**src/rtl/flagword_unit.sv**
```systemverilog
module flagword_unit (
  input  logic        clk,
  input  logic        rst_n,
  input  logic        upd,
  input  logic [2:0]  op_class,
  input  logic        is_word,
  input  logic [15:0] opa,
  input  logic [15:0] opb,
  input  logic [15:0] res,
  input  logic        c_out,
  input  logic        c_into_msb,
  input  logic        cmd_valid,
  input  logic [2:0]  cmd,
  input  logic        load,
  input  logic [15:0] load_word,
  output logic [15:0] flags
);
  localparam logic [15:0] ACTIVE = 16'h0FD5;
  localparam logic [15:0] FIXED1 = 16'h0022;
  localparam int B_CF = 0, B_PF = 2, B_AF = 4, B_ZF = 6, B_SF = 7;
  localparam int B_IF = 9, B_DF = 10, B_OF = 11;
  localparam logic [2:0] C_ADD = 3'd0, C_SUB = 3'd1, C_INC = 3'd2,
                         C_LOG = 3'd3, C_SHF = 3'd4, C_DIV = 3'd5;

  logic [15:0] q, nxt;

  wire msb    = is_word ? res[15] : res[7];
  wire zero   = is_word ? (res == 16'h0) : (res[7:0] == 8'h0);
  wire parity = ~^res[7:0];
  wire aux    = opa[4] ^ opb[4] ^ res[4];
  wire ovf    = c_into_msb ^ c_out;

  always_comb begin
    nxt = q;
    if (load) begin
      nxt = load_word;
    end else if (cmd_valid) begin
      case (cmd)
        3'd0: nxt[B_CF] = 1'b0;
        3'd1: nxt[B_CF] = 1'b1;
        3'd2: nxt[B_CF] = ~q[B_CF];
        3'd3: nxt[B_IF] = 1'b0;
        3'd4: nxt[B_IF] = 1'b1;
        3'd5: nxt[B_DF] = 1'b0;
        3'd6: nxt[B_DF] = 1'b1;
        default: ;
      endcase
    end else if (upd) begin
      case (op_class)
        C_ADD, C_SUB, C_INC: begin
          if (op_class != C_INC) nxt[B_CF] = c_out;
          nxt[B_OF] = ovf;
          nxt[B_AF] = aux;
          nxt[B_SF] = msb;
          nxt[B_ZF] = zero;
          nxt[B_PF] = parity;
        end
        C_LOG: begin
          nxt[B_CF] = 1'b0;
          nxt[B_OF] = 1'b0;
          nxt[B_AF] = 1'b0;
          nxt[B_SF] = msb;
          nxt[B_ZF] = zero;
          nxt[B_PF] = parity;
        end
        C_SHF: begin
          nxt[B_CF] = c_out;
          nxt[B_OF] = msb ^ c_out;
          nxt[B_SF] = msb;
          nxt[B_ZF] = zero;
          nxt[B_PF] = parity;
        end
        default: ;
      endcase
    end
  end

  always_ff @(posedge clk) begin
    if (!rst_n) q <= 16'h0;
    else        q <= nxt & ACTIVE;
  end

  assign flags = (q & ACTIVE) | FIXED1;

  assert_incdec_keeps_cf_R6: assert property (@(posedge clk) disable iff (!rst_n)
    (upd && op_class == C_INC && !load && !cmd_valid) |=> flags[B_CF] == $past(flags[B_CF]));

  assert_logic_clears_R7: assert property (@(posedge clk) disable iff (!rst_n)
    (upd && op_class == C_LOG && !load && !cmd_valid) |=> (!flags[B_CF] && !flags[B_OF] && !flags[B_AF]));

  assert_div_controls_R9: assert property (@(posedge clk) disable iff (!rst_n)
    (upd && op_class == C_DIV && !load && !cmd_valid) |=> flags[10:8] == $past(flags[10:8]));

  assert_cmd_one_bit_R10: assert property (@(posedge clk) disable iff (!rst_n)
    (cmd_valid && !load) |=> $countones(flags ^ $past(flags)) <= 1);

  assert_load_word_R11: assert property (@(posedge clk) disable iff (!rst_n)
    load |=> flags == (($past(load_word) & 16'h0FD5) | 16'h0022));

  assert_add_carry_R3: assert property (@(posedge clk) disable iff (!rst_n)
    (upd && op_class == C_ADD && !load && !cmd_valid) |=> flags[B_CF] == $past(c_out));
endmodule

```
**config.mk**
```make
export PLATFORM = sky130hd
export DESIGN_NAME = flagword_unit
export DESIGN_NICKNAME = d
export VERILOG_FILES = /design/src/rtl/flagword_unit.sv
export SDC_FILE = /design/constraint.sdc
export NUM_CORES = 1
export LEC_CHECK = 0
export CAP_MARGIN = 5
export CORE_AREA = 2 2 46 48
export DETAILED_ROUTE_END_ITERATION = 8
export DIE_AREA = 0 0 48 50
export DONT_BUFFER_PORTS = 1
export PLACE_DENSITY_LB_ADDON = 0.15
export SYNTH_ARGS = -nofsm -noshare
export SYNTH_HDL_FRONTEND = slang
export SYNTH_SLANG_ARGS = --single-unit
```
**constraint.sdc**
```tcl
create_clock -name clk -period 3.2 [get_ports clk]
set_clock_uncertainty 0.1 [all_clocks]
set_input_delay 0.32 -clock clk [delete_from_list [all_inputs] [get_ports clk]]
set_output_delay 0.32 -clock clk [all_outputs]
set_load 0.005 [all_outputs]
```
# Word-level counts from Yosys, hierarchy flattened
# Cells that the tools add are included.
# totals
elab_cells	75
rom_bits	0
mem_count	0
output_inout_bits	16
latch_bits	0
ram_bits	0
reg_bits	9
inputBits	78
# classes
magnitude_cmp	0
n_reduce_logical	22
n_mul	0
muxes	27
n_bitwise	5
addsub	0
shifts	0
div_mod_pow	0
n_eq_ne	14
# ops
operator	n
$logic_not A16 Y1	1
$mux W1	15
$eq A3 B2 Y1 const B	4
$eq A3 B3 Y1 const B	4
$reduce_bool A3 Y1	4
$mux W2	5
$pmux W1 S3	3
$reduce_and A3 Y1	3
$logic_not A8 Y1	1
$reduce_xnor A8 Y1	1
$eq A3 B1 Y1 const B	2
$logic_not A3 Y1	2
$pmux W1 S2	3
$reduce_bool A2 Y1	3
$ne A5 B1 Y1 const B	1
$reduce_bool A5 Y1	1
$reduce_or A5 Y1	1
$ne A4 B4 Y1 const B	1
$reduce_and A2 Y1	2
$reduce_and A4 Y1	1
$reduce_bool A4 Y1	1
$xor A1 B1 Y1	4
$mux W3	1
$ne A3 B2 Y1 const B	1
3 further kinds	3

# Depth between registers and ports, before layout
# logic_depth
ltp_word	6
mapped_depth	6
depth_no_buf	6

# Least setup slack after synthesis
# No wires, ideal clock.
# synth_timing
path_type	input -> register
start	input res[2]
end	register q[2]
setup_time_ps	74
t_required_ps	3026
path_stages	6
path_buffers	0
arrival_time_ps	1126
path_slack_ps	1900
path_cell_list	inv_1 ha_1 xnor2_1 xnor2_1 nand2_1 a31oi_1
# synth_via
elab_chain_cells	5
# synth_rtl
item	line_no	source
start: declaration	9	input logic [15:0] res,
$reduce_xnor A8 Y1	29	wire parity = ~^res[7:0];
$mux W1	49	case (op_class)
$mux W1	48	end else if (upd) begin
$mux W1	37	end else if (cmd_valid) begin
$mux W1	35	if (load) begin
end signal: assignment	80	else q <= nxt & ACTIVE;
end: declaration	25	logic [15:0] q, nxt;
# Every way passes these cells. The select of a mux whose other input is x is not followed.
# A chain may end at the register's enable or synchronous reset.

# Final worst setup path
# layout_timing
start	register q[0]
end	register q[0]
# layout_via
elab_chain_cells	4
# layout_rtl
item	line_no	source
$not A1 Y1	41	3'd2: nxt[B_CF] = ~q[B_CF];
$pmux W1 S3	38	case (cmd)
$mux W1	37	
$mux W1	35	
# Every way passes these cells.

==> impl_metrics.env <==
export IMPL_cts_hold_buffers_added=0
export IMPL_worst_hold_path_cell_count=1
export IMPL_groute_usage_overall=0.144
export IMPL_clock_insertion_delay_worst_skew_ns=0.25
export IMPL_synth_cell_area_um2=769
export IMPL_timing_hold_worst_endpoint="q[11]"
export IMPL_route_met3_wl_um=164
export IMPL_rsz0062_at_grt="no"
export IMPL_setup_total_negative_slack_ns=0
export IMPL_share_of_cells_above_drive_strength_1=0.0800
export IMPL_top_signal_layer_used="met4"
export IMPL_final_weighted_congestion_in_routability_driven_placement=0.657
export IMPL_detailroute_via_count=654
export IMPL_p_sw_frac=0.271
export IMPL_slew_violations=0
export IMPL_clockBufferDepth=2
export IMPL_number_of_buffers_created_by_cts=3
export IMPL_sequential_cell_area_um2=180
export IMPL_whs_ns=0.0844
export IMPL_m1WireLength_um=621
export IMPL_h_tree_depth=1
export IMPL_yosysUniqueCellTypes=27
export IMPL_place_detailed_instances=123
export IMPL_postSynthAreaPerCell_um2=7.69
export IMPL_post_cts_resized=0
export IMPL_combinationalPowerShare=0.216
export IMPL_maxClockFrequency_mhz=861
export IMPL_internal_power_mw=0.202
export IMPL_p_per_area_nw_per_um2=355
export IMPL_worst_r2r_setup_slack_ns=2.04
export IMPL_holdCritPathClass="in2reg"
export IMPL_placeableCoreArea_um2=1900
export IMPL_grt_ovfl_total=0
export IMPL_synth_top_area_cell="dfxtp_1"
export IMPL_die_height_um=50
export IMPL_wl_met2_um=844
export IMPL_numPortBuffers=0
export IMPL_post_dp_hpwl_um=1380
export IMPL_holdCritStartpoint="rst_n"
export IMPL_dpl_instance_area_um2=753
export IMPL_ys_warn_count=0
export IMPL_initial_cell_density_of_the_core=0.405
export IMPL_clk_pin_slew_worst_paths_ns=0.06
export IMPL_sequentialPowerShare=0.466
export IMPL_net_count_final=183
export IMPL_ffs_latches_synth=9
export IMPL_nFillCells=220
export IMPL_clock_power_share=0.318
export IMPL_number_of_endpoints_failing_setup_at_the_final_stage=0
export IMPL_wirelength_um=1650
export IMPL_drt_wirelength_per_cell_um=13.0
export IMPL_multiInputGateArea_um2=494
export IMPL_critPathArrivalTime_ns=1.20
export IMPL_drc_errors_left=0
export IMPL_final_cell_mix="inv_1, o21ai_0, nand2_1, dfxtp_1, conb_1"
export IMPL_cellLeakagePower_nw=0.331
export IMPL_post_route_cell_area_um2=779
export IMPL_final_period_utilization=0.363
export IMPL_antenna_cells_inserted=0
export IMPL_max_vdd_ir_drop_uv=103
export IMPL_boundaryPins=94
export IMPL_area_of_the_die_um2=2400
export IMPL_flip_flop_count_of_the_largest_register_after_layout=9
export IMPL_clock_tree_from_tritoncts="done"
export IMPL_synthToLayoutAreaGrowth_pct=1.30
export IMPL_switching_power_mw=0.0749
export IMPL_final_count_of_hold_timing_violations=0
export IMPL_drt_antenna_violating_nets=0
export IMPL_clkSinkCount=9
export IMPL_startpoint="q[0]"
export IMPL_top_register="q"
export IMPL_synthDominantCellAreaShare=0.234
export IMPL_required_ns=3.24
export IMPL_rows=16
export IMPL_via_cell_ratio=5.15
export IMPL_worstReg2RegStart="q[0]"
export IMPL_start_kind="flop"
export IMPL_max_cap_violations=0
export IMPL_registers_with_the_most_flip_flops="q x9"
export IMPL_pin_count_of_the_biggest_net_entering_global_routing=16
export IMPL_drt_pass1_iter_count=4
export IMPL_cts_root_buffer_cell="clkbuf_4"
export IMPL_period_needed_ns=1.16
export IMPL_r2r_worst_path_cells=4
export IMPL_post_synth_main_area_contributors="dfxtp_1, o21ai_0, buf_4"
export IMPL_stdcell_count=127
export IMPL_cts_setup_buffers=0
export IMPL_antenna_found_initial=0
export IMPL_detail_route_iter0_violations=12
export IMPL_critPathKind="reg2reg"
export IMPL_worst_r2r_endpoint="q[0]"
export IMPL_global_route_wire_length_before_repair_um=2460
export IMPL_synth_seq_area_share=0.234
export IMPL_mostFrequentLayoutCell="inv_1"
export IMPL_setup_worst_path_end_class="flop"
export IMPL_run_status="completed"
export IMPL_grt_pass1_vias=596
export IMPL_die_extent_in_x_um=48
export IMPL_postSynthCellCount=100
export IMPL_cp_max_fo=3
==> final cells by class <==
cell class                 instances  area share
sequential                         9       0.231
inverter                          12      0.0578
tap                               27      0.0433
multi-input combinational         75       0.634
clock buffer                       4      0.0337
==> worst max-delay path, cell delays in order (launching register included) <==
cell     delay [ns]
dfxtp_1        0.36
nor2_1         0.06
mux2_2         0.25
a32oi_1        0.19
a31oi_1        0.09
==> Yosys cell counts (all sizes together) <==
cell / n
nor2: 2
a31oi: 6
a211o: 1
conb: 2
and2b: 1
a21oi: 4
nand2: 10
mux2: 1
nor2b: 4
inv: 12
xnor2: 6
nand4: 2
a32oi: 1
o21ai: 11
a221o: 1
or2: 1
dfxtp: 9
nand3: 2
nor3b: 2
o2bb2ai: 1
a21o: 1
mux2i: 5
nor4: 2
ha: 4
buf: 9
==> through the flow <==
stage | power [mW] | setup slack, ns | utilization
after floorplan | 0.192 | 1.90 | -
after global placement | 0.191 | 1.83 | 0.396
after detailed placement | 0.193 | 1.82 | 0.396
after CTS | 0.282 | 2.02 | 0.410
after global routing | 0.301 | 1.95 | 0.410
final | 0.277 | 2.04 | 0.410
==> power groups by stage <==
stage / sequential, mW / clock [mW] / combinational [mW]
after floorplan: 0.130 / 0 / 0.0627
after global placement: 0.131 / 0 / 0.0597
after detailed placement: 0.132 / 0 / 0.0611
after CTS: 0.129 / 0.0919 / 0.0611
after global routing: 0.130 / 0.101 / 0.0695
final: 0.129 / 0.0879 / 0.0599
==> worst max-delay path by stage <==
| stage | cells past startpoint | to |
|---|---|---|
| final | 4 | q[0] |
| after detailed placement | 6 | q[2] |
| after CTS | 4 | q[0] |
| after global routing | 4 | q[0] |
| after global placement | 6 | q[2] |
| after floorplan | 6 | q[2] |
==> per-layer routing <==
layer	GRT usage	vias to the layer above
met5	0	-
met4	0.0676	0
met3	0.0476	2
met2	0.231	40
met1	0.164	279
li1	-	333
==> kinds of logic (layout without fill, tap and decap cells) <==
kind of cell,after synthesis,count (layout),share of synthesized area
AO/OA/AOI/OAI,26,26,0.205
XOR/XNOR,6,6,0.0683
adder cells (fa/ha/maj),4,4,0.0650
buffers and inverters,21,16,0.148
flip-flops,9,9,0.234
multiplexers,6,6,0.0797
other,2,7,0.00976
AND/OR/NAND/NOR,26,26,0.190
Note: power is estimated with default switching activity, not from simulation.
